### config.mk
export PLATFORM = sky130hd
export DESIGN_NAME = tlb_fa
export DESIGN_NICKNAME = d
export VERILOG_FILES = /design/src/rtl/tlb_pkg.sv /design/src/rtl/tlb_cam.sv /design/src/rtl/tlb_lru.sv /design/src/rtl/tlb_fill_sel.sv /design/src/rtl/tlb_fa.sv
export SDC_FILE = /design/constraint.sdc
export NUM_CORES = 2
export LEC_CHECK = 0
export ABC_AREA = 1
export BUFFER_PORTS_ARGS = -buffer_cell sky130_fd_sc_hd__buf_2
export CAP_MARGIN = 20
export CORE_MARGIN = 1.5
export CORE_UTILIZATION = 35
export CTS_BUF_LIST = sky130_fd_sc_hd__clkbuf_8
export DETAILED_ROUTE_END_ITERATION = 7
export MAX_ROUTING_LAYER = met4
export PLACE_DENSITY = 0.54
export SLEW_MARGIN = 25
export SYNTH_ARGS = -nofsm -noshare
export SYNTH_HDL_FRONTEND = slang
export SYNTH_SLANG_ARGS = --single-unit
### constraint.sdc
create_clock -name clk_i -period 4.68 [get_ports clk_i]
set_clock_uncertainty 0.05 [all_clocks]
set_input_delay 0.702 -clock clk_i [delete_from_list [all_inputs] [get_ports clk_i]]
set_output_delay 0.702 -clock clk_i [all_outputs]
set_load 0.01 [all_outputs]
### src/rtl/tlb_pkg.sv
package tlb_pkg;
  typedef enum logic [1:0] {
    ACC_READ  = 2'd0,
    ACC_WRITE = 2'd1,
    ACC_EXEC  = 2'd2,
    ACC_RSVD  = 2'd3
  } acc_e;

  typedef struct packed {
    logic r;
    logic w;
    logic x;
    logic d;
  } perm_t;
endpackage

### src/rtl/tlb_cam.sv
module tlb_cam #(
  parameter int unsigned NUM   = 16,
  parameter int unsigned VPN_W = 20,
  parameter int unsigned PFN_W = 20
) (
  input  logic                clk_i,
  input  logic                rst_ni,
  input  logic                flush_i,
  input  logic                inv_i,
  input  logic [VPN_W-1:0]    inv_vpn_i,
  input  logic                wr_en_i,
  input  logic [NUM-1:0]      wr_sel_i,
  input  logic [VPN_W-1:0]    wr_vpn_i,
  input  logic [PFN_W-1:0]    wr_pfn_i,
  input  tlb_pkg::perm_t      wr_perm_i,
  input  logic [VPN_W-1:0]    lk_vpn_i,
  output logic [NUM-1:0]      lk_match_o,
  output logic [NUM-1:0]      fill_match_o,
  output logic [NUM-1:0]      valid_o,
  output logic [PFN_W-1:0]    lk_pfn_o,
  output tlb_pkg::perm_t      lk_perm_o
);
  logic [VPN_W-1:0]  vpn_q  [NUM];
  logic [PFN_W-1:0]  pfn_q  [NUM];
  tlb_pkg::perm_t    perm_q [NUM];

  for (genvar i = 0; i < NUM; i++) begin : g_ent
    always_ff @(posedge clk_i or negedge rst_ni) begin
      if (!rst_ni) begin
        valid_o[i] <= 1'b0;
        vpn_q[i]   <= '0;
        pfn_q[i]   <= '0;
        perm_q[i]  <= '0;
      end else if (flush_i) begin
        valid_o[i] <= 1'b0;
      end else if (inv_i) begin
        if (vpn_q[i] == inv_vpn_i) valid_o[i] <= 1'b0;
      end else if (wr_en_i && wr_sel_i[i]) begin
        valid_o[i] <= 1'b1;
        vpn_q[i]   <= wr_vpn_i;
        pfn_q[i]   <= wr_pfn_i;
        perm_q[i]  <= wr_perm_i;
      end
    end

    assign lk_match_o[i]   = valid_o[i] && (vpn_q[i] == lk_vpn_i);
    assign fill_match_o[i] = valid_o[i] && (vpn_q[i] == wr_vpn_i);
  end

  // at most one match, so an OR mux suffices
  always_comb begin
    lk_pfn_o  = '0;
    lk_perm_o = '0;
    for (int i = 0; i < NUM; i++) begin
      if (lk_match_o[i]) begin
        lk_pfn_o  = lk_pfn_o | pfn_q[i];
        lk_perm_o = lk_perm_o | perm_q[i];
      end
    end
  end
endmodule

### src/rtl/tlb_lru.sv
module tlb_lru #(
  parameter int unsigned NUM = 16
) (
  input  logic           clk_i,
  input  logic           rst_ni,
  input  logic           touch_i,
  input  logic [NUM-1:0] touch_sel_i,
  output logic [NUM-1:0] victim_o
);
  localparam int unsigned AW = (NUM > 1) ? $clog2(NUM) : 1;

  logic [AW-1:0] age_q [NUM];
  logic [AW-1:0] touched_age;

  always_comb begin
    touched_age = '0;
    for (int i = 0; i < NUM; i++) begin
      if (touch_sel_i[i]) touched_age = touched_age | age_q[i];
    end
  end

  // ages stay a permutation of 0..NUM-1; oldest has NUM-1
  for (genvar i = 0; i < NUM; i++) begin : g_age
    always_ff @(posedge clk_i or negedge rst_ni) begin
      if (!rst_ni) begin
        age_q[i] <= AW'(i);
      end else if (touch_i) begin
        if (touch_sel_i[i])              age_q[i] <= '0;
        else if (age_q[i] < touched_age) age_q[i] <= age_q[i] + 1'b1;
      end
    end
    assign victim_o[i] = (age_q[i] == AW'(NUM - 1));
  end
endmodule

### src/rtl/tlb_fill_sel.sv
module tlb_fill_sel #(
  parameter int unsigned NUM = 16
) (
  input  logic [NUM-1:0] same_tag_i,
  input  logic [NUM-1:0] valid_i,
  input  logic [NUM-1:0] victim_i,
  output logic [NUM-1:0] sel_o
);
  logic [NUM-1:0] free_sel;
  logic           found;

  always_comb begin
    free_sel = '0;
    found    = 1'b0;
    for (int i = 0; i < NUM; i++) begin
      if (!valid_i[i] && !found) begin
        free_sel[i] = 1'b1;
        found       = 1'b1;
      end
    end
  end

  always_comb begin
    if (|same_tag_i) sel_o = same_tag_i;
    else if (found)  sel_o = free_sel;
    else             sel_o = victim_i;
  end
endmodule

### src/rtl/tlb_fa.sv
module tlb_fa #(
  parameter int unsigned NUM_ENTRIES = 16,
  parameter int unsigned VPN_W       = 20,
  parameter int unsigned PFN_W       = 20,
  parameter int unsigned OFF_W       = 12,
  parameter int unsigned PTBR_W      = 32
) (
  input  logic                    clk_i,
  input  logic                    rst_ni,
  input  logic                    lk_valid_i,
  input  logic [VPN_W+OFF_W-1:0]  lk_vaddr_i,
  input  logic [1:0]              lk_acc_i,
  output logic                    lk_hit_o,
  output logic [PFN_W+OFF_W-1:0]  lk_paddr_o,
  output logic                    lk_fault_o,
  output logic                    lk_dirty_miss_o,
  output logic                    lk_miss_o,
  input  logic                    fill_valid_i,
  input  logic [VPN_W-1:0]        fill_vpn_i,
  input  logic [PFN_W-1:0]        fill_pfn_i,
  input  logic                    fill_r_i,
  input  logic                    fill_w_i,
  input  logic                    fill_x_i,
  input  logic                    fill_d_i,
  input  logic                    inv_valid_i,
  input  logic [VPN_W-1:0]        inv_vpn_i,
  input  logic [PTBR_W-1:0]       ptbr_i
);
  import tlb_pkg::*;

  localparam int unsigned VA_W = VPN_W + OFF_W;

  logic [PTBR_W-1:0]      ptbr_q;
  logic                   flush;
  logic                   fill_acc;
  logic [VPN_W-1:0]       lk_vpn;
  logic [OFF_W-1:0]       lk_off;
  logic [NUM_ENTRIES-1:0] lk_match, fill_match, valid, victim, fill_sel, touch_sel;
  logic [PFN_W-1:0]       lk_pfn;
  perm_t                  lk_perm, fill_perm;
  logic                   tag_hit, perm_ok, is_write, need_dirty, touch;
  acc_e                   acc;

  assign lk_vpn = lk_vaddr_i[VA_W-1:OFF_W];
  assign lk_off = lk_vaddr_i[OFF_W-1:0];
  assign acc    = acc_e'(lk_acc_i);

  always_ff @(posedge clk_i or negedge rst_ni) begin
    if (!rst_ni) ptbr_q <= '0;
    else         ptbr_q <= ptbr_i;
  end

  assign flush    = (ptbr_i != ptbr_q);
  assign fill_acc = fill_valid_i && !flush && !inv_valid_i;

  assign fill_perm = '{r: fill_r_i, w: fill_w_i, x: fill_x_i, d: fill_d_i};

  tlb_cam #(
    .NUM   (NUM_ENTRIES),
    .VPN_W (VPN_W),
    .PFN_W (PFN_W)
  ) u_cam (
    .clk_i        (clk_i),
    .rst_ni       (rst_ni),
    .flush_i      (flush),
    .inv_i        (inv_valid_i),
    .inv_vpn_i    (inv_vpn_i),
    .wr_en_i      (fill_acc),
    .wr_sel_i     (fill_sel),
    .wr_vpn_i     (fill_vpn_i),
    .wr_pfn_i     (fill_pfn_i),
    .wr_perm_i    (fill_perm),
    .lk_vpn_i     (lk_vpn),
    .lk_match_o   (lk_match),
    .fill_match_o (fill_match),
    .valid_o      (valid),
    .lk_pfn_o     (lk_pfn),
    .lk_perm_o    (lk_perm)
  );

  tlb_fill_sel #(.NUM(NUM_ENTRIES)) u_sel (
    .same_tag_i (fill_match),
    .valid_i    (valid),
    .victim_i   (victim),
    .sel_o      (fill_sel)
  );

  always_comb begin
    unique case (acc)
      ACC_WRITE: perm_ok = lk_perm.w;
      ACC_EXEC:  perm_ok = lk_perm.x;
      default:   perm_ok = lk_perm.r;
    endcase
  end

  // stale context: a base change masks every match this cycle
  assign tag_hit    = (|lk_match) && !flush;
  assign is_write   = (acc == ACC_WRITE);
  assign need_dirty = is_write && !lk_perm.d;

  assign lk_miss_o       = lk_valid_i && !tag_hit;
  assign lk_fault_o      = lk_valid_i && tag_hit && !perm_ok;
  assign lk_dirty_miss_o = lk_valid_i && tag_hit && perm_ok && need_dirty;
  assign lk_hit_o        = lk_valid_i && tag_hit && perm_ok && !need_dirty;
  assign lk_paddr_o      = lk_hit_o ? {lk_pfn, lk_off} : '0;

  assign touch     = fill_acc || lk_hit_o;
  assign touch_sel = fill_acc ? fill_sel : lk_match;

  tlb_lru #(.NUM(NUM_ENTRIES)) u_lru (
    .clk_i       (clk_i),
    .rst_ni      (rst_ni),
    .touch_i     (touch),
    .touch_sel_i (touch_sel),
    .victim_o    (victim)
  );
endmodule

Yosys cells after proc, flatten, opt, wreduce, memory -nomap -nowiden
Cells that the tools add are included.
Operators by class
  bitwise logic cells: 47
  multiply operators: 0
  multiplexer cells: 180
  $add $sub $neg: 16
  shift-type cells: 0
  reduce and logical (&&, ||, !) cells: 191
  div/mod/pow operators: 0
  magnitude comparators: 16
  equality and inequality tests: 83
Operators with widths (number)
  20-bit equality test: 48
  20-bit 2-to-1 mux: 16
  20-bit OR: 15
  4-bit 2-to-1 mux: 64
  4-bit OR: 30
  1-bit 2-to-1 mux: 95
  1-bit logical AND: 73
  4-bit by 1-bit adder with 4-bit output, second input constant: 16
  4-bit equality test, second input constant: 16
  4-bit < comparator: 16
  2-bit AND reduction: 32
  16-bit 2-to-1 mux: 3
  3-bit by 1-bit inequality test with 1-bit output, second input constant: 16
  3-bit AND reduction: 16
  3-bit nonzero test: 16
  1-bit logical NOT: 35
  32-bit 2-to-1 mux: 1
  32-bit inequality test: 1
  2-bit nonzero test: 16
  16-bit OR reduction: 2
  2-bit by 1-bit equality test with 1-bit output, second input constant: 1
  2-bit equality test, second input constant: 1
  1-bit NOT: 2
  1-bit one-hot mux with 2 select lines: 1
  1-bit logical OR: 1
Word-level totals
  register bits after elaboration: 816
  input bits: 135
  ROM bits: 0
  memories: 0
  output and inout bits: 36
  bits in writable memories: 0
  latch bits: 0

Longest topological paths before layout
  depth in word-level cells: 82
  mapped depth: 36
  gate-level depth less buffers: 34

Modules after synthesis
A second synthesis with hierarchy kept.
Unflattened totals
  cells, all modules: 7406
  area total of the unflattened synthesis: 51350.5 sq um
By module, submodules not included
  tlb_cam: sequential area each 18017.3 sq um, cells each 6167, area an instance 42997.5 sq um, times used 1
  tlb_lru: sequential area each 1641.6 sq um, cells each 807, area an instance 5527.8 sq um, times used 1
  tlb_fa: sequential area each 800.8 sq um, cells each 290, area an instance 2060.7 sq um, times used 1
  tlb_fill_sel: sequential area each 0.0 sq um, cells each 142, area an instance 764.5 sq um, times used 1

Worst setup path after synthesis
Ideal clock, no wire load.
  path kind: input -> register
  start point: input port fill_vpn_i[12]
  end point: register u_lru.age_q[30] (netlist bit)
  path buffers: 3
  required time: 4507 ps
  setup slack: -763 ps
  stages on the path: 29
  arrival time: 5270 ps
  library setup time: 123 ps
  cells stage by stage: buf_2 > inv_2 > buf_2 > nand2_1 > nand2_1 > nor2_1 > nand2_1 > nor2_1 > nand3_1 > nand2_1 > inv_2 > nand2_1 > nor2_2 > nand2_4 > buf_6 > a21oi_2 > nand2_1 > nand2_4 > nand2_2 > inv_1 > o22ai_1 > a2111o_1 > nor4_1 > ha_1 > a21oi_1 > a21boi_0 > nand3_1 > o21ai_1 > a21oi_1
Between the ends
  word-level cells in the longest chain between the ends: 39
  elaborated cells between the ends (all ways): 70
  those cells by class: 1 x order compare; 16 x eq/ne; 19 x mux; 15 x bitwise; 19 x reduce/logical
Ends and longest elaborated chain
  start: declaration: RTL line tlb_fa.sv:19  | input logic [VPN_W-1:0] fill_vpn_i,
  20-bit equality test: RTL line tlb_cam.sv:47  | assign fill_match_o[i] = valid_o[i] && (vpn_q[i] == wr_vpn_i);
  1-bit logical AND: RTL line tlb_cam.sv:47
  16-bit OR reduction: RTL line tlb_fill_sel.sv:24  | if (|same_tag_i) sel_o = same_tag_i;
  16-bit 2-to-1 mux *: RTL line tlb_fill_sel.sv:24
  16-bit 2-to-1 mux *: RTL line tlb_fa.sv:108  | assign touch_sel = fill_acc ? fill_sel : lk_match;
  4-bit 2-to-1 mux: RTL line tlb_lru.sv:18  | if (touch_sel_i[i]) touched_age = touched_age | age_q[i];
  4-bit OR: RTL line tlb_lru.sv:18
  4-bit 2-to-1 mux: RTL line tlb_lru.sv:18
  (+23 left out)
  4-bit 2-to-1 mux: RTL line tlb_lru.sv:18
  4-bit OR: RTL line tlb_lru.sv:18
  4-bit 2-to-1 mux: RTL line tlb_lru.sv:18
  4-bit OR: RTL line tlb_lru.sv:18
  4-bit 2-to-1 mux: RTL line tlb_lru.sv:18
  4-bit < comparator: RTL line tlb_lru.sv:29  | else if (age_q[i] < touched_age) age_q[i] <= age_q[i] + 1'b1;
  2-bit nonzero test (no line)
  2-bit AND reduction (no line)
  end signal: indexed assignment: RTL line tlb_lru.sv:26  | age_q[i] <= AW'(i);
  end: declaration: RTL line tlb_lru.sv:12  | logic [AW-1:0] age_q [NUM];
Mark *: on every way between the ends. The rest lies on a longest branch, timed or not.
A chain may end at the register's enable or synchronous reset.

Worst setup path in the final report
  start point: register u_cam.vpn_q[141] (netlist bit)
  end point: output port lk_paddr_o[15]
Between the ends
  word-level cells in the longest chain between the ends: 22
  elaborated cells between the ends (all ways): 42
  those cells by class: 1 x eq/ne; 18 x mux; 14 x bitwise; 9 x reduce/logical
Ends and longest elaborated chain
  start: declaration: RTL line tlb_cam.sv:23  | logic [VPN_W-1:0] vpn_q [NUM];
  start signal: indexed assignment: RTL line tlb_cam.sv:40  | vpn_q[i] <= wr_vpn_i;
  20-bit equality test *: RTL line tlb_cam.sv:46  | assign lk_match_o[i] = valid_o[i] && (vpn_q[i] == lk_vpn_i);
  1-bit logical AND *: RTL line tlb_cam.sv:46
  branches (longest 19 deep; another with 4-bit 2-to-1 mux)
  32-bit 2-to-1 mux *: RTL line tlb_fa.sv:105  | assign lk_paddr_o = lk_hit_o ? {lk_pfn, lk_off} : '0;
  end: declaration: RTL line tlb_fa.sv:14  | output logic [PFN_W+OFF_W-1:0] lk_paddr_o,
Mark *: on every way between the ends.

==> results.yml <==
synthesis:
  yosys.area_share.adder: 0.01717
  ys_seq_elements: 816
  synth_top_area_share: 0.4080
  ys_async_sr_fraction: 1.000
  synth_nets: 6608
  synth-simple-area-share: 0.2384
  synth_xor_area_frac: 0.06065
  synth_top_area_cell: "dfrtp_1"
  seq_area_frac_synth: 0.4255
  synth_compound_area_frac: 0.1782
  yosys-top-cells-count: "nand2_1 (1887), dfrtp_1 (784), o21ai_0 (755)"
  synth_area_leaders: "dfrtp_1 (41%), nand2_1 (15%), o21ai_0 (7.9%)"
  ys_types: 64
  synth_edf_count: 0
  synth_top_family_by_area: "simple AND/OR/NAND/NOR gates"
  muxShareOfSynthArea: 0
  synth_ff_type: "dfrtp_1"
  synthCells: 6407
  syn_avg_cell_area_um2: 7.505
  yosysMostFrequentCell: "nand2_1"
  yosys_warnings: 0
  syn_area_mm2: 0.04809
timing:
  finalSetupTns_ps: -348.7
  rsz0062_at_grt: "yes"
  max_freq_mhz: 210.5
  slew_viol_final: 0
  fin_hold_ws_ps: 208.5
  max_slew.worst_pin.slew_ps: 1019
  setup_viol: 10
  fin_ws_ps: -70.58
  min_period_ps: 4751
  slew_headroom: 0.3205
  final-hold-violation-count: 0
  fin_crit_sh: 1.015
detailed_routing:
  drt_iter0_markers: 7126
  ant_nets: 0
  post_drt_via_cell_ratio: 5.676
  dr.pass1.iters: 6
  wirelength_um: 265200
  vias: 51770
  drcViolationCount: 0
  wire_per_inst_um: 29.08
layout:
  fillers: 13710
  nets: 7419
  finalNonFillerCells: 9120
  drive_above_1_share: 0.2322
  syn_to_final_growth_pct: 30.34
global_route:
  grt-ovfl-total: 0
  grt.total_usage: 0.3833
  antenna_found_initial: 13
  grt_max_degree: 92
  grt_pass1_wl_um: 371900
  grt_pass1_vias: 49170
worst_setup_path:
  crit_required_ps: 3930
  start_kind: "register"
  worst-path-max-fanout: 7
  critical_path_class: "reg2out"
  cp-end-kind: "output pin"
  cp.arrival_ps: 4000
floorplan:
  coreArea_mm2: 0.1360
  start_util: 0.3536
  ioPinCount: 171
  dieArea_mm2: 0.1396
  fp.dieH_um: 373.7
  rows: 135
  die_x_um: 373.7
clocking:
  cts_buffer_depth: 3
  cts_buffers: 156
  clkTransAtPathRegs_ps: 60
  tritoncts: "yes"
  clock_sinks: 816
  clk_latency_ps: 960
  htreeDepth: 4
  clockRootBuffer: "clkbuf_8"
placement:
  place_inst: 8670
  hpwlAfterDp_um: 184000
  io_buffers: 170
  globalplace.congestion: 1.049
run:
  drv_cap: 0
power_and_ir_drop:
  power_w: 0.01652
  max-vdd-ir-drop_mv: 0.2539
  powerDensity_mw_per_mm2: 263.6
  leakage_nw: 29.47
run_status:
  status: "finished with violations"
  violations: "negative setup slack"
min_path:
  hold_path_class: "in2reg"
-- per-layer routing --
metal  vias to the layer above  global-route usage  routed length [µm]
met2                      2967              0.5520              112200
met1                     25210              0.5044              110400
met3                       774             0.08110               26070
met5                         -                   -                   0
li1                      22820                   -                   -
met4                         0              0.1990               16510
-- sequential cells by signal (all words and copies together), names as in the netlist --
signal / count
ptbr_q: 32
u_lru.age_q: 64
u_cam.vpn_q: 320
u_cam.pfn_q: 320
u_cam.perm_q: 64
u_cam.valid_o: 16
-- layout by cell type (no fill, tap or decap), drive strengths merged, types with 9 or more instances in the layout --
cell / netlist / layout
nand2: 1913 / 1913
buf: 132 / 1023
o21ai: 833 / 833
dfrtp: 784 / 784
inv: 559 / 621
nor2: 438 / 439
xnor2: 197 / 197
clkbuf: 273 / 188
nand3: 182 / 182
o22ai: 150 / 150
xor2: 136 / 136
a21oi: 136 / 136
a221oi: 119 / 119
nand4: 88 / 88
a22o: 81 / 81
nor4: 69 / 69
ha: 66 / 66
nor3: 58 / 58
dlygate4sd3: 0 / 33
dfstp: 32 / 32
a41oi: 20 / 20
o211ai: 18 / 18
or2: 18 / 18
a21boi: 18 / 18
a22oi: 14 / 14
clkinv: 3 / 14
o2111ai: 12 / 12
o21bai: 10 / 10
diode: 0 / 9
and2: 9 / 9
-- final timing paths --
kind                                   from  cells past startpoint  slack (ps)          endpoint
setup / recovery           u_cam.vpn_q[141]                     18         -70    lk_paddr_o[15]
hold / removal               fill_pfn_i[15]                      3         210  u_cam.pfn_q[235]
setup reg to reg           u_cam.vpn_q[121]                     31         150   u_lru.age_q[19]
hold reg to reg            u_cam.perm_q[40]                      2         430  u_cam.perm_q[40]
max in group asynchronous            rst_ni                      3        2990   u_lru.age_q[14]
min in group asynchronous            rst_ni                      2         360         ptbr_q[5]
-- kinds of logic after synthesis --
group / after synthesis
AO/OA/AOI/OAI: 1440
XOR/XNOR: 333
adder cells (fa/ha/maj): 66
buffers and inverters: 967
flip-flops: 816
AND/OR/NAND/NOR: 2785
-- timing repair --
action | CTS | global route
pin swaps | 47 | 78
endpoints found under the hold margin | 104 | 0
hold buffers | 33 | 0
setup buffers | 113 | 30
setup endpoints to repair | 46 | 99
gates cloned | 4 | 2
gates resized for setup | 238 | 215
-- layout make-up --
cell class | instances | area [µm²] | area share
sequential | 816 | 20540 | 0.3277
tap | 1781 | 2228 | 0.03555
clock buffer | 187 | 2574 | 0.04106
timing repair buffer | 1057 | 9243 | 0.1475
antenna | 9 | 22.52 | 0.0003593
clock inverter | 83 | 621.8 | 0.009921
inverter | 562 | 2187 | 0.03489
multi-input combinational | 4625 | 25260 | 0.4031
-- stage by stage --
step	utilization	instance area, µm²	setup slack (ps)
3_3_place_gp	0.4134	56210	-652.3
5_1_grt	0.4609	62680	-183.8
6_report	0.4610	62680	-70.58
2_1_floorplan	-	48130	113.9
3_5_place_dp	0.4134	56210	-655.8
4_1_cts	0.4531	61620	-105.3
-- power by group --
part	switching, W	internal (W)
Clock	0.00353	0.00395
Combinational	0.00136	0.000608
Sequential	0.00000653	0.00707
-- worst max-delay path, stage by stage (launching register included) --
cell and delay, ps:
dfrtp_1 470, inv_1 110, o22ai_1 110, a221oi_1 250
nand2_1 110, nor3_2 150, nand3_2 160, buf_6 180
nand2_1 60, nor2_1 60, nand4_1 90, o21a_2 200
and2_4 160, nand4_1 90, buf_6 170, buf_12 170
buf_12 140, a41oi_4 200, buf_6 140
No activity file was read; power rests on OpenSTA's default activity.
